### src/rtl/ppio_pkg.sv
package ppio_pkg;
  localparam int GROUPS  = 4;
  localparam int ADDR_W  = 2;
  localparam logic [ADDR_W-1:0] ADR_A   = 2'd0;
  localparam logic [ADDR_W-1:0] ADR_B   = 2'd1;
  localparam logic [ADDR_W-1:0] ADR_C   = 2'd2;
  localparam logic [ADDR_W-1:0] ADR_CTL = 2'd3;
  localparam int MODE_FLAG_BIT = 7;
  localparam int EN_BIT        = 0;

  // Direction bit in a mode-set word for group g (A, B, C low, C high).
  function automatic int dir_bit(input int g);
    case (g)
      0:       return 4;
      1:       return 1;
      2:       return 0;
      default: return 3;
    endcase
  endfunction

  // Bus address that writes group g.
  function automatic logic [ADDR_W-1:0] grp_addr(input int g);
    case (g)
      0:       return ADR_A;
      1:       return ADR_B;
      default: return ADR_C;
    endcase
  endfunction
endpackage

### src/rtl/ppio_group.sv
module ppio_group #(
  parameter int W = 8
) (
  input  logic         clk,
  input  logic         rst,
  input  logic         mode_set,
  input  logic         mode_in_bit,
  input  logic         wr_en,
  input  logic [W-1:0] wr_data,
  input  logic [W-1:0] pin_in,
  output logic         is_output,
  output logic [W-1:0] latch_q,
  output logic [W-1:0] rd_val
);
  logic dir_in_q;

  always_ff @(posedge clk) begin
    if (rst) begin
      dir_in_q <= 1'b1;
      latch_q  <= '0;
    end else if (mode_set) begin
      dir_in_q <= mode_in_bit;
      latch_q  <= '0;
    end else if (wr_en) begin
      latch_q  <= wr_data;
    end
  end

  assign is_output = ~dir_in_q;
  assign rd_val    = dir_in_q ? pin_in : latch_q;
endmodule

### src/rtl/ppio_bufctl.sv
module ppio_bufctl (
  input  logic clk,
  input  logic rst,
  input  logic prog_ctl,
  input  logic mode_set,
  input  logic low_wr,
  input  logic low_bit,
  output logic drv_en
);
  logic en_q;

  always_ff @(posedge clk) begin
    if (rst)           en_q <= 1'b0;
    else if (mode_set) en_q <= 1'b0;
    else if (low_wr)   en_q <= low_bit;
  end

  assign drv_en = prog_ctl ? en_q : 1'b1;
endmodule

### src/rtl/ppio_mode0.sv
module ppio_mode0 #(
  parameter int PORT_W = 8,
  parameter int NIB_W  = PORT_W / 2,
  parameter int LINES  = 2 * PORT_W + 2 * NIB_W
) (
  input  logic                      clk,
  input  logic                      rst,
  input  logic [ppio_pkg::ADDR_W-1:0] bus_addr,
  input  logic                      bus_wr,
  input  logic [PORT_W-1:0]         bus_wdata,
  input  logic                      bus_rd,
  output logic [PORT_W-1:0]         rd_data,
  input  logic                      strap_prog,
  input  logic [LINES-1:0]          pin_in,
  output logic [LINES-1:0]          pin_out,
  output logic [LINES-1:0]          pin_oe
);
  import ppio_pkg::*;

  localparam int C_LO = 2 * PORT_W;

  logic             ctl_wr, mode_set, low_wr, drv_en;
  logic [LINES-1:0] rd_all;

  assign ctl_wr   = bus_wr && (bus_addr == ADR_CTL);
  assign mode_set = ctl_wr &&  bus_wdata[MODE_FLAG_BIT];
  assign low_wr   = ctl_wr && !bus_wdata[MODE_FLAG_BIT];

  ppio_bufctl u_buf (
    .clk     (clk),
    .rst     (rst),
    .prog_ctl(strap_prog),
    .mode_set(mode_set),
    .low_wr  (low_wr),
    .low_bit (bus_wdata[EN_BIT]),
    .drv_en  (drv_en)
  );

  for (genvar g = 0; g < GROUPS; g++) begin : g_grp
    localparam int W    = (g < 2) ? PORT_W : NIB_W;
    localparam int LO   = (g == 0) ? 0 : (g == 1) ? PORT_W :
                          (g == 2) ? C_LO : C_LO + NIB_W;
    localparam int WOFF = (g == 3) ? NIB_W : 0;
    logic is_out;

    ppio_group #(.W(W)) u_grp (
      .clk        (clk),
      .rst        (rst),
      .mode_set   (mode_set),
      .mode_in_bit(bus_wdata[dir_bit(g)]),
      .wr_en      (bus_wr && (bus_addr == grp_addr(g))),
      .wr_data    (bus_wdata[WOFF +: W]),
      .pin_in     (pin_in[LO +: W]),
      .is_output  (is_out),
      .latch_q    (pin_out[LO +: W]),
      .rd_val     (rd_all[LO +: W])
    );

    assign pin_oe[LO +: W] = {W{is_out & drv_en}};
  end

  always_ff @(posedge clk) begin
    if (rst) begin
      rd_data <= '0;
    end else if (bus_rd) begin
      case (bus_addr)
        ADR_A:   rd_data <= rd_all[0 +: PORT_W];
        ADR_B:   rd_data <= rd_all[PORT_W +: PORT_W];
        ADR_C:   rd_data <= rd_all[C_LO +: PORT_W];
        default: rd_data <= '1;
      endcase
    end
  end
endmodule

### config.mk
export PLATFORM = sky130hd
export DESIGN_NAME = ppio_mode0
export DESIGN_NICKNAME = d
export VERILOG_FILES = /design/src/rtl/ppio_pkg.sv /design/src/rtl/ppio_group.sv /design/src/rtl/ppio_bufctl.sv /design/src/rtl/ppio_mode0.sv
export SDC_FILE = /design/constraint.sdc
export NUM_CORES = 1
export LEC_CHECK = 0
export BUFFER_PORTS_ARGS = -buffer_cell sky130_fd_sc_hd__buf_2
export CAP_MARGIN = 20
export CORE_MARGIN = 2
export CORE_UTILIZATION = 45
export DETAILED_ROUTE_END_ITERATION = 6
export GPL_ROUTABILITY_DRIVEN = 0
export PLACE_DENSITY = 0.78
export SLEW_MARGIN = 10
export SYNTH_ARGS = -nofsm -noshare
export SYNTH_HDL_FRONTEND = slang
export SYNTH_SLANG_ARGS = --single-unit
### constraint.sdc
create_clock -name clk -period 1.7 [get_ports clk]
set_input_delay 0.255 -clock clk [delete_from_list [all_inputs] [get_ports clk]]
set_output_delay 0.255 -clock clk [all_outputs]
set_load 0.005 [all_outputs]
Yosys cells after proc, flatten, opt, wreduce, memory -nomap -nowiden
Index checks and enable logic that the tools add are counted.
{ "word_totals": {"reg_bits": 37, "input_bits": 39, "elab_cells": 36} }
{ "classes": {"eq_ne": 3, "muxes": 6, "bitwise_logic": 8, "reduce_logical": 9} }
{ "op_table": {"columns": ["operator", "n"], "rows": [
  ["$pmux W8 S3", 1],
  ["$mux W8", 2],
  ["$mux W4", 2],
  ["$logic_and A1 B1 Y1", 6],
  ["$and A1 B1 Y1", 4],
  ["$eq A2 B2 Y1 const B", 2],
  ["$not A1 Y1", 4],
  ["$eq A2 B1 Y1 const B", 1],
  ["$logic_not A2 Y1", 1],
  ["$reduce_or A2 Y1", 1],
  ["$logic_not A1 Y1", 1],
  ["$mux W1", 1]
]} }

Logic depth before layout (Yosys ltp)
{ "depth": {"word_depth": 4, "mapped_depth": 5, "depth_no_buf": 3} }

Cells and area by module
A second synthesis with hierarchy kept.
{ "unflattened": {"hier_cells": 206, "area_unflattened_um2": 2103.3} }
{ "by_module_without_submodules": {"columns": ["mod", "n_inst", "cells_each", "area_each_um2"], "rows": [
  ["ppio_group (g_grp[0].u_grp ...)", 2, 41, 432.9],
  ["ppio_mode0", 1, 76, 720.7],
  ["ppio_group (g_grp[2].u_grp ...)", 2, 22, 235.2],
  ["ppio_bufctl", 1, 4, 46.3]
]} }

Worst setup path after synthesis
OpenSTA, ideal clock, no wires.
{ "synth_path": {"path_kind": "register to output", "startpoint": "register g_grp[1].u_grp.dir_in_q", "endpoint": "output pin_oe[10]", "arrival_time_ns": 0.997, "setup_slack_ns": 0.448, "path_stages_with_launch": 4, "path_cell_list": "dfxtp_1 > buf_2 > nor2_1 > buf_4"} }
{ "synth_via": {"elab_chain_len": 2} }
{ "synth_lines": {"columns": ["element", "line", "source"], "rows": [
  ["start: declaration", "ppio_group.sv:15", "logic dir_in_q;"],
  ["start signal: assignment", "ppio_group.sv:22", "dir_in_q <= mode_in_bit;"],
  ["$not A1 Y1", "ppio_group.sv:29", "assign is_output = ~dir_in_q;"],
  ["$and A1 B1 Y1", "ppio_mode0.sv:59", "assign pin_oe[LO +: W] = {W{is_out & drv_en}};"],
  ["end: declaration", "ppio_mode0.sv:16", "output logic [LINES-1:0] pin_oe"]
]} }
Every way passes these cells.

Worst setup path in the final report
{ "layout_path": {"startpoint": "register g_grp[0].u_grp.dir_in_q", "endpoint": "output pin_oe[7]"} }
{ "layout_via": {"elab_chain_len": 2} }
{ "layout_lines": {"columns": ["element", "line"], "rows": [
  ["start: declaration", "ppio_group.sv:15"],
  ["start signal: assignment", "ppio_group.sv:22"],
  ["$not A1 Y1", "ppio_group.sv:29"],
  ["$and A1 B1 Y1", "ppio_mode0.sv:59"]
]} }
Every way passes these cells.

==> impl_metrics.csv <==
group,metric,value,unit
finish,fin_area,2380,µm²
critical_path,r2r_slack,0.25,ns
global_routing,grt_max_degree,17,
finish,multi_input_area,973,µm²
placement,port_buffers,94,
finish,most-common-layout-cells,"buf_2, mux2i_1, dfxtp_1",
finish,num_antenna_cells,0,
power,powerDensity,756,nW/µm²
route,drcViolationCount,0,
global_routing,grt_pass1_vias,1592,
cts,cts_sinks,37,
logic_synthesis,synth-simple-area-share,0.142,
finish,syn_to_final_growth,19.4,%
critical_path,slowest_stage,"dfxtp_1",
placement,hpwl,3850,µm
global_routing,grt_first_pass_wirelength,7680,µm
timing,relSlewSlack,0.658,
finish,drive_above_1_share,0.394,
cts,clk_pin_slew,0.07,ns
power,ir_drop,0.000538,V
route,dr.pass1.iters,4,
logic_synthesis,synth_mux_area_frac,0.216,
finish,fin_util,0.551,
logic_synthesis,synth-seq-cells,37,
timing,finClkSkew,0.00745,ns
worst_hold_path,hold_start,"rst",
finish,fill_cells,423,
cts,cts_tree,"yes",
global_routing,track_usage,0.195,
timing,setup-violations-final,0,
global_routing,met2_usage,0.308,
route,route.vias.total,1682,
critical_path,crit_arrival,1.31,ns
cts,clk_latency,0.28,ns
critical_path,timing.rr.end,"rd_data[0]",
timing,slew_violations,0,
critical_path,crit_fanout,10,
global_routing,grt_overflow_total,0,
logic_synthesis,synth_top_family_by_area,"multiplexers",
timing,period_minus_slack,1.56,ns
logic_synthesis,synth_fa_ha_area_frac,0,
critical_path,crit_path_start_kind,"flop",
logic_synthesis,syn-num-nets,252,
global_routing,top_usage_layer,"met2",
worst_hold_path,holdPathStages,2,
floorplan,chipHeight,70.6,µm
logic_synthesis,synthesis.instances,213,
critical_path,r2r-start,"g_grp[0].u_grp.dir_in_q",
critical_path,path_class,"flop to output pin",
timing,post-route-period-util,0.919,
critical_path,cp_cell_sequence,"nor2_1 -> buf_2",
finish,seqCellArea,741,µm²
critical_path,crit_path_end_kind,"output pin",
finish,finalNetCount,322,
route,drtIter0Drc,32,
critical_path,crit_path_max_incr_delay,0.64,ns
floorplan,row_count,24,
timing,finalHoldViolations,0,
timing,rsz0062_at_grt,"false",
logic_synthesis,synth_xor_area_frac,0,
critical_path,required,1.44,ns
status,status,"finished, final reports clean",
placement,place_inst,328,
logic_synthesis,synth_compound_gate_area_share,0.130,
timing,timing.setup.tns,0,ns
route,routed_wl,4830,µm
route,via_per_inst,5.01,
power,leakagePower,0.00138,µW
critical_path,path_buf_inv,1,
finish,mostFrequentLayoutCell,"buf_2",
cts,cts_buffers,5,
cts,clock_path_buffers,2,
critical_path,path_delay_family,"flip-flops",
timing,tightest_slew,0.513,ns
global_routing,met1_usage,0.261,
cts,cts-root-buf,"clkbuf_8",
placement,dpl_cell_area,2300,µm²
timing,max_freq,0.640,GHz
cts,cts_setup_buffers,0,
floorplan,core-area,4320,µm²
worst_hold_path,hp-class,"input pin to flop",
critical_path,ff2ff_path_depth,3,
logic_synthesis,yosys.cell_types.count,24,
logic_synthesis,netlist_area,1990,µm²
floorplan,fp.dieW,70.6,µm
logic_synthesis,yosysWarningCount,0,
cts,cts_hold_buf,0,
run,drv_cap,0,
finish,instances_no_fill,336,
route,wl_per_cell,14.4,µm
cts,h-tree-depth,2,
logic_synthesis,yosysSeqAreaShare,0.371,
worst_hold_path,worstHoldEndpoint,"u_buf.en_q",
global_routing,gr-usage-met3,0.0442,
route,antenna_left,0,
floorplan,die_area,4980,µm²
logic_synthesis,postSynthAreaPerCell,9.36,µm²
floorplan,start_util,0.461,
cts,ctsResizeCount,0,
floorplan,io_pins,95,
global_routing,antenna_found_initial,0,
where the power goes:
group,switching (µW),internal [µW],leakage [µW]
logic,144,145,0.00104
clock network,278,291,0.0000395
registers,36.3,906,0.000302
worst max path at each step:
stage                                 start         end  cells past startpoint  slack [ns]
floorplan           g_grp[1].u_grp.dir_in_q  pin_oe[10]                      3        0.45
global route        g_grp[1].u_grp.dir_in_q  pin_oe[10]                      2        0.03
finish              g_grp[0].u_grp.dir_in_q   pin_oe[7]                      2        0.14
CTS                 g_grp[0].u_grp.dir_in_q   pin_oe[6]                      2        0.12
detailed placement  g_grp[1].u_grp.dir_in_q  rd_data[4]                      3        0.25
global placement    g_grp[0].u_grp.dir_in_q  rd_data[4]                      3        0.28
routing by layer:
layer,vias to the layer above,part of all wire
met2,53,0.47
met5,-,0
met4,0,0.017
li1,860,-
met3,6,0.055
met1,763,0.45
logic make-up (layout without fill, tap and decap cells):
kind of cell | count (synthesis) | count (layout)
simple gates | 59 | 59
mux | 43 | 43
buf+inv | 40 | 111
flops | 37 | 37
compound gates | 34 | 34
cell type report:
cell class,count,share of cell area
Sequential cell,37,0.311
Tap cell,52,0.0273
Inverter,4,0.00630
Clock buffer,8,0.0336
Timing Repair Buffer,99,0.213
Multi-Input combinational cell,136,0.409
flip-flops by register name (all words and copies together) (netlist names):
| register | count |
|---|---|
| g_grp.u_grp.dir_in_q | 4 |
| g_grp.u_grp.latch_q | 24 |
| rd_data | 8 |
| u_buf.en_q | 1 |
stage by stage:
step                hold WS [ns]  setup WS, ns  total power [µW]
floorplan                  0.399         0.448              1140
global placement           0.463         0.276              1250
detailed placement         0.463         0.247              1250
CTS                        0.251         0.120              1820
global route               0.271        0.0276              1880
finish                     0.262         0.138              1800
Yosys cell counts:
master / n / area (µm²)
mux2i_1: 43 / 430
dfxtp_1: 37 / 741
nor2_1: 36 / 135
buf_4: 26 / 195
a21oi_1: 10 / 50.1
a221o_1: 8 / 80.1
o21bai_1: 8 / 60.1
nand3_1: 7 / 35.0
nand2_1: 6 / 22.5
buf_2: 5 / 25.0
a211o_1: 4 / 35.0
a21oi_2: 4 / 35.0
inv_1: 4 / 15.0
buf_6: 2 / 22.5
clkbuf_1: 2 / 7.51
nand2b_1: 2 / 12.5
nor2b_1: 2 / 12.5
and2b_4: 1 / 10.0
buf_8: 1 / 15.0
nand3b_1: 1 / 7.51
nand3b_2: 1 / 11.3
nand4_2: 1 / 12.5
nand4bb_1: 1 / 11.3
nor3b_2: 1 / 12.5
No activity file was read; power rests on OpenSTA's default activity.
